===== config.mk =====
export PLATFORM = sky130hd
export DESIGN_NAME = dp_exec_unit
export DESIGN_NICKNAME = d
export VERILOG_FILES = /design/src/rtl/dp_exec_pkg.sv /design/src/rtl/dp_decode.sv /design/src/rtl/dp_operand.sv /design/src/rtl/dp_alu.sv /design/src/rtl/dp_regfile.sv /design/src/rtl/dp_exec_unit.sv
export SDC_FILE = /design/constraint.sdc
export NUM_CORES = 1
export LEC_CHECK = 0
export BUFFER_PORTS_ARGS = -buffer_cell sky130_fd_sc_hd__buf_2
export CORE_ASPECT_RATIO = 2
export CORE_MARGIN = 1
export CORE_UTILIZATION = 50
export DETAILED_ROUTE_END_ITERATION = 8
export PLACE_DENSITY_LB_ADDON = 0.1
export SYNTH_ARGS = -nofsm -noshare
export SYNTH_HDL_FRONTEND = slang
export SYNTH_HIERARCHICAL = 1
export SYNTH_SLANG_ARGS = --single-unit

===== constraint.sdc =====
create_clock -name clk_i -period 6.42 [get_ports clk_i]
set_clock_uncertainty 0.15 [all_clocks]
set_input_delay 0.642 -clock clk_i [delete_from_list [all_inputs] [get_ports clk_i]]
set_output_delay 0.642 -clock clk_i [all_outputs]
set_load 0.01 [all_outputs]

===== src/rtl/dp_exec_pkg.sv =====
package dp_exec_pkg;
  localparam int unsigned XLEN   = 32;
  localparam int unsigned NREG   = 16;
  localparam int unsigned AW     = $clog2(NREG);
  localparam int unsigned IMM_W  = 8;
  localparam int unsigned ROT_W  = 4;
  localparam int unsigned CON_W  = 4;

  localparam int unsigned COND_LSB = 28;
  localparam int unsigned CLS_LSB  = 26;
  localparam int unsigned IMMB_POS = 25;
  localparam int unsigned OPC_LSB  = 21;
  localparam int unsigned RN_LSB   = 16;
  localparam int unsigned RD_LSB   = 12;
  localparam int unsigned RM_LSB   = 0;
  localparam int unsigned ROT_LSB  = IMM_W;

  localparam logic [CON_W-1:0] COND_ALWAYS = 4'b1110;

  typedef enum logic [3:0] {
    OP_SUB = 4'b0010,
    OP_RSB = 4'b0011,
    OP_ADD = 4'b0100,
    OP_MOV = 4'b1101,
    OP_MVN = 4'b1111
  } alu_op_e;

  typedef struct packed {
    logic [3:0]       opc;
    logic [AW-1:0]    rd;
    logic [AW-1:0]    rn;
    logic [AW-1:0]    rm;
    logic             use_imm;
    logic [IMM_W-1:0] imm8;
    logic [ROT_W-1:0] rot;
    logic             legal;
    logic             cond_ok;
  } dec_t;
endpackage


===== src/rtl/dp_decode.sv =====
module dp_decode
  import dp_exec_pkg::*;
(
  input  logic [XLEN-1:0] instr_i,
  output dec_t            dec_o
);
  logic [3:0] opc;
  logic       opc_ok;

  assign opc = instr_i[OPC_LSB +: 4];

  always_comb begin
    unique case (opc)
      OP_SUB, OP_RSB, OP_ADD, OP_MOV, OP_MVN: opc_ok = 1'b1;
      default:                                opc_ok = 1'b0;
    endcase
  end

  always_comb begin
    dec_o.opc     = opc;
    dec_o.rd      = instr_i[RD_LSB +: AW];
    dec_o.rn      = instr_i[RN_LSB +: AW];
    dec_o.rm      = instr_i[RM_LSB +: AW];
    dec_o.use_imm = instr_i[IMMB_POS];
    dec_o.imm8    = instr_i[0 +: IMM_W];
    dec_o.rot     = instr_i[ROT_LSB +: ROT_W];
    dec_o.legal   = opc_ok && (instr_i[CLS_LSB +: 2] == 2'b00);
    dec_o.cond_ok = instr_i[COND_LSB +: CON_W] == COND_ALWAYS;
  end
endmodule


===== src/rtl/dp_operand.sv =====
module dp_operand
  import dp_exec_pkg::*;
(
  input  logic             use_imm_i,
  input  logic [IMM_W-1:0] imm8_i,
  input  logic [ROT_W-1:0] rot_i,
  input  logic [XLEN-1:0]  rm_data_i,
  output logic [XLEN-1:0]  op2_o
);
  localparam int unsigned SH_W = ROT_W + 1;

  logic [XLEN-1:0]   imm_zx;
  logic [SH_W-1:0]   sh_amt;
  logic [2*XLEN-1:0] dbl;
  logic [XLEN-1:0]   imm_rot;

  assign imm_zx  = {{(XLEN-IMM_W){1'b0}}, imm8_i};
  assign sh_amt  = {rot_i, 1'b0};
  // rotate right: shift a doubled copy, keep the low half
  assign dbl     = {imm_zx, imm_zx} >> sh_amt;
  assign imm_rot = dbl[XLEN-1:0];
  assign op2_o   = use_imm_i ? imm_rot : rm_data_i;
endmodule


===== src/rtl/dp_alu.sv =====
module dp_alu
  import dp_exec_pkg::*;
(
  input  logic [3:0]      opc_i,
  input  logic [XLEN-1:0] a_i,
  input  logic [XLEN-1:0] b_i,
  output logic [XLEN-1:0] y_o
);
  always_comb begin
    unique case (opc_i)
      OP_ADD:  y_o = a_i + b_i;
      OP_SUB:  y_o = a_i - b_i;
      OP_RSB:  y_o = b_i - a_i;
      OP_MOV:  y_o = b_i;
      OP_MVN:  y_o = ~b_i;
      default: y_o = '0;
    endcase
  end
endmodule


===== src/rtl/dp_regfile.sv =====
module dp_regfile
  import dp_exec_pkg::*;
(
  input  logic            clk_i,
  input  logic            rst_ni,
  input  logic            we_i,
  input  logic [AW-1:0]   waddr_i,
  input  logic [XLEN-1:0] wdata_i,
  input  logic [AW-1:0]   raddr_a_i,
  input  logic [AW-1:0]   raddr_b_i,
  output logic [XLEN-1:0] rdata_a_o,
  output logic [XLEN-1:0] rdata_b_o
);
  logic [XLEN-1:0] mem_q [NREG];

  for (genvar g = 0; g < NREG; g++) begin : g_reg
    always_ff @(posedge clk_i or negedge rst_ni) begin
      if (!rst_ni)                          mem_q[g] <= '0;
      else if (we_i && waddr_i == AW'(g))   mem_q[g] <= wdata_i;
    end
  end

  assign rdata_a_o = mem_q[raddr_a_i];
  assign rdata_b_o = mem_q[raddr_b_i];

  logic            last_we_q;
  logic [AW-1:0]   last_addr_q;
  logic [XLEN-1:0] last_data_q;

  always_ff @(posedge clk_i or negedge rst_ni) begin
    if (!rst_ni) begin
      last_we_q   <= 1'b0;
      last_addr_q <= '0;
      last_data_q <= '0;
    end else begin
      last_we_q   <= we_i;
      last_addr_q <= waddr_i;
      last_data_q <= wdata_i;
    end
  end

  // a committed write is visible the cycle after
  p_write_lands_r10: assert property (@(posedge clk_i) disable iff (!rst_ni)
    last_we_q |-> mem_q[last_addr_q] == last_data_q);
endmodule


===== src/rtl/dp_exec_unit.sv =====
module dp_exec_unit
  import dp_exec_pkg::*;
(
  input  logic            clk_i,
  input  logic            rst_ni,
  input  logic            valid_i,
  input  logic [31:0]     instr_i,
  output logic [31:0]     result_o,
  output logic            wr_en_o,
  output logic [3:0]      wr_addr_o,
  output logic            illegal_o
);
  dec_t            dec;
  logic [XLEN-1:0] rn_data;
  logic [XLEN-1:0] rm_data;
  logic [XLEN-1:0] op2;
  logic [XLEN-1:0] alu_y;

  dp_decode i_dec (
    .instr_i (instr_i),
    .dec_o   (dec)
  );

  dp_regfile i_rf (
    .clk_i     (clk_i),
    .rst_ni    (rst_ni),
    .we_i      (wr_en_o),
    .waddr_i   (dec.rd),
    .wdata_i   (alu_y),
    .raddr_a_i (dec.rn),
    .raddr_b_i (dec.rm),
    .rdata_a_o (rn_data),
    .rdata_b_o (rm_data)
  );

  dp_operand i_opnd (
    .use_imm_i (dec.use_imm),
    .imm8_i    (dec.imm8),
    .rot_i     (dec.rot),
    .rm_data_i (rm_data),
    .op2_o     (op2)
  );

  dp_alu i_alu (
    .opc_i (dec.opc),
    .a_i   (rn_data),
    .b_i   (op2),
    .y_o   (alu_y)
  );

  assign result_o  = alu_y;
  assign wr_addr_o = dec.rd;
  assign wr_en_o   = valid_i && dec.legal && dec.cond_ok;
  assign illegal_o = valid_i && !dec.legal;


  p_illegal_no_write_r8: assert property (@(posedge clk_i) disable iff (!rst_ni)
    illegal_o |-> !wr_en_o);

  p_idle_quiet_r11: assert property (@(posedge clk_i) disable iff (!rst_ni)
    !valid_i |-> (!wr_en_o && !illegal_o));

  p_cond_gate_r9: assert property (@(posedge clk_i) disable iff (!rst_ni)
    (valid_i && instr_i[31:28] != 4'b1110) |-> !wr_en_o);

  p_imm_norot_r6: assert property (@(posedge clk_i) disable iff (!rst_ni)
    (valid_i && instr_i[25] && instr_i[11:8] == 4'd0) |->
      op2 == {{(XLEN-8){1'b0}}, instr_i[7:0]});

  p_add_inverse_r2: assert property (@(posedge clk_i) disable iff (!rst_ni)
    (valid_i && dec.opc == OP_ADD) |-> (result_o - op2) == rn_data);

  p_rsb_mirror_r4: assert property (@(posedge clk_i) disable iff (!rst_ni)
    (valid_i && dec.opc == OP_RSB) |-> (result_o + rn_data) == op2);
endmodule


==> reports/metrics.cfg <==
[sta]
worst_pin_slew_ns=1.05
relSlewSlack_pct=30.0
finalCritPeriodShare_pct=103
setup_violations=12
slew_violations=0
hold_viol_final=0
rsz0062_at_grt=yes
setup_ws_ns=-0.174
fin_crit_ns=6.59
holdWs_ns=0.371
max_freq_mhz=152

[worst_setup_path]
crit_slowest_cell=or4_4
crit_path_max_fanout=5
path_buf_inv=2
crit_required_ns=5.63
timing.rr.end=i_rf/mem_q[445]$_DFFE_PN0P_
r2r_cells=23
ff2ff_setup_slack_ns=0.62
r2r_start=i_rf/mem_q[132]$_DFFE_PN0P_
crit_type=register to output pin
cp_cell_sequence=mux4_2, a22oi_2, nand2_2, or4_4, or3_4, nor4_4, nand2_2, o31ai_4, xor2_1, ha_1, buf_6, and3_4, nand2_4, or3_4, o221ai_4, a21o_1, a21oi_1, xor2_1, o221ai_1, buf_2
cpPeakStageDelay_ns=0.61
worstSetupEndpointType=output pin
crit_arrival_ns=5.80
critPathTopFamily=simple AND/OR/NAND/NOR gates
startpoint_type=register

[power]
p_sw_share_pct=28.2
pwr-share-comb_pct=16.9
powerDensity_mw_per_mm2=199
pwr-share-clk_pct=40.2
irDropWorstVdd_mv=0.238
intPower_mw=5.42
pwr-share-seq_pct=42.8
leakage_nw=17.8
p_switching_mw=2.13

[yosys]
synthCells=2537
synth_cell_types=82
ys_seq_elements=512
yosysSeqAreaShare_pct=39.6
synth_top_area_share_pct=39.6
asyncSetResetFlopFracSynth_pct=100
synth.top_cells.by_area=dfrtp_1, mux4_2, mux2_2
synth-edff-count=0
yosysWarningCount=6
synth_top_area_cell=dfrtp_1
postSynthAreaPerCell_um2=12.8
synth_nets=2637
synthesis.area_mm2=0.0324
yosys_most_used_dff=dfrtp_1

[hold_path]
hold_depth=1
hold_class=register to register
min_to=i_rf/mem_q[474]$_DFFE_PN0P_
min-delay-start=i_rf/mem_q[474]$_DFFE_PN0P_

[layout]
fillers=5206
layout_common_cells=dfrtp_1, mux2_2, buf_4
largest-register=i_rf/mem_q
final_util_pct=59.3
final_nets=2863
reg_top3=i_rf/mem_q: 512 flops
drive_above_1_share_pct=49.5
largest_register_ffs=512
area_growth_pct=17.1
layout_commonest_cell=dfrtp_1

[floorplan]
io_pins=73
placementRows=131
initial_core_util_pct=50.6
core_area_mm2=0.0639
fp.dieW_um=182
fp.dieH_um=362
die-area_mm2=0.0658

[clocking]
cts-root-buf=clkbuf_16
clockBufferDepth=3
cts.sinks=512
cts_inserted_buffers=50
h-tree-depth=2
clkLatencyLatePin_ns=0.65
cts_tree=yes
clk_pin_slew_ns=0.07

[routing]
wl_um=115000
vias_per_cell=6.68
drt_iter0_markers=1757
drc=0
wire_per_inst_um=31.8
num_vias=24100
postRouteAntennaNets=0
drt_pre_antenna_iters=7

[place]
numPortBuffers=71
gp_congestion=0.965
hpwl_um=80400

[global_route]
antenna_found_initial=8
grt_first_pass_wirelength_um=170000
grt_pass1_vias=25500
track_usage_pct=35.7
grt_start_max_net_pins=167
grt_overflow_total=0

[status]
outcome=finished with violations
violations=setup timing

[flow_run]
max_cap_viol_count=0

-- area by class of cell --
| class | count | area, µm² | area share [%] |
|---|---|---|---|
| antenna | 2 | 5.00 | 0.0132 |
| clock buffer | 79 | 1480 | 3.91 |
| clock inverter | 14 | 186 | 0.492 |
| inverter | 49 | 184 | 0.485 |
| multi-input combinational | 1738 | 19000 | 50.0 |
| sequential | 512 | 12800 | 33.8 |
| tap | 798 | 998 | 2.64 |
| timing repair buffer | 412 | 3260 | 8.62 |
-- cell families (layout without fill, tap and decap cells) --
group                      count (synthesis)  after routing  share of synthesized area, %
adders and majority gates                 65             65                          2.56
and+or+nand+nor                          371            371                          5.83
DFF                                      512            512                          39.6
xor gates and xnor gates                  87             87                          2.35
buffers and inverters                    287            554                          4.01
AOI/OAI and AO/OA                        435            435                          9.60
other                                      0              2                             0
muxes                                    780            780                          36.1
-- power by group through the flow --
stage / clock network, mW / registers [mW] / logic (mW)
after floorplan: 0 / 3.30 / 0.615
after global placement: 0 / 3.30 / 1.12
after detailed placement: 0 / 3.30 / 1.13
after CTS: 3.11 / 3.24 / 1.22
after global routing: 3.21 / 3.24 / 1.36
final: 3.04 / 3.24 / 1.28
-- through the flow --
| stage | instances | area (µm²) | setup TNS [ns] | total power, mW | setup WS [ns] |
|---|---|---|---|---|---|
| final | 3604 | 37900 | -1.29 | 7.55 | -0.174 |
| after global routing | 3602 | 37900 | -4.62 | 7.80 | -0.364 |
| after CTS | 3589 | 37500 | -3.71 | 7.56 | -0.378 |
| after detailed placement | 3460 | 35200 | -30.14 | 4.43 | -0.494 |
| after global placement | 3460 | 35200 | -28.45 | 4.42 | -0.487 |
| after floorplan | 2537 | 32400 | 0 | 3.91 | 0.0210 |
-- worst max-delay path by stage --
stage / to / startpoint / cells after the start / slack [ns]
final: result_o[24] / i_rf/mem_q[132]$_DFFE_PN0P_ / 20 / -0.17
after floorplan: result_o[31] / instr_i[16] / 21 / 0.02
after CTS: result_o[28] / i_rf/mem_q[390]$_DFFE_PN0P_ / 20 / -0.38
after global placement: result_o[31] / instr_i[16] / 20 / -0.49
after global routing: result_o[28] / i_rf/mem_q[132]$_DFFE_PN0P_ / 20 / -0.36
after detailed placement: result_o[31] / instr_i[16] / 22 / -0.49
-- worst reg2reg max path: stages, from the launching register on --
cell	delay (ns)
dfrtp_1	0.39
mux4_2	0.48
a22oi_2	0.22
nand2_2	0.09
or4_4	0.61
or3_4	0.39
nor4_4	0.25
nand2_2	0.13
o31ai_4	0.20
xor2_1	0.17
ha_1	0.27
buf_6	0.13
buf_4	0.12
buf_4	0.14
a21oi_2	0.14
o211ai_1	0.11
a31oi_1	0.26
nand2_2	0.15
a41oi_4	0.21
mux2i_1	0.22
o211ai_1	0.17
buf_4	0.20
buf_4	0.19
mux2_2	0.30
-- per-layer routing --
layer  up-vias  GRT usage, %  routed length [µm]
li1      10100             -                   -
met1     12600          39.4               39500
met2       954          62.0               58300
met3       379          4.98                6370
met4         6          27.3               10300
met5         -             0                  40
-- Yosys cell counts, types with 4 or more instances --
master    count
nand3_1      19
xnor2_1      38
o31ai_1       4
a21oi_1      84
dfrtp_1     512
mux2i_1       5
buf_2        75
nand2_1     119
o21bai_1      6
a22oi_1     129
mux2_2      506
and2_1       11
nand2b_1     25
nor2b_1      43
or3_1         6
nor2_1       78
o21a_1        8
buf_4        29
o221ai_1     21
clkbuf_1    120
a221o_1      24
buf_1        10
inv_1        49
nor3_1       13
a31oi_1      13
ha_1         63
nand4_1       6
mux2_1       10
a221oi_1     17
a211oi_1      4
o21ai_0      56
mux4_2      256
and3_1       18
xor2_1       49
a21o_1       31
o211ai_1      7
-- what timing repair did --
item                       4_1_cts  5_1_grt
hold endpoints to repair       103        0
buffers inserted                37       14
resized for setup               72       59
setup endpoints to repair       19       22
hold buffers                     1        0
pin swaps                       45       46
(Power assumes the default switching activity.)
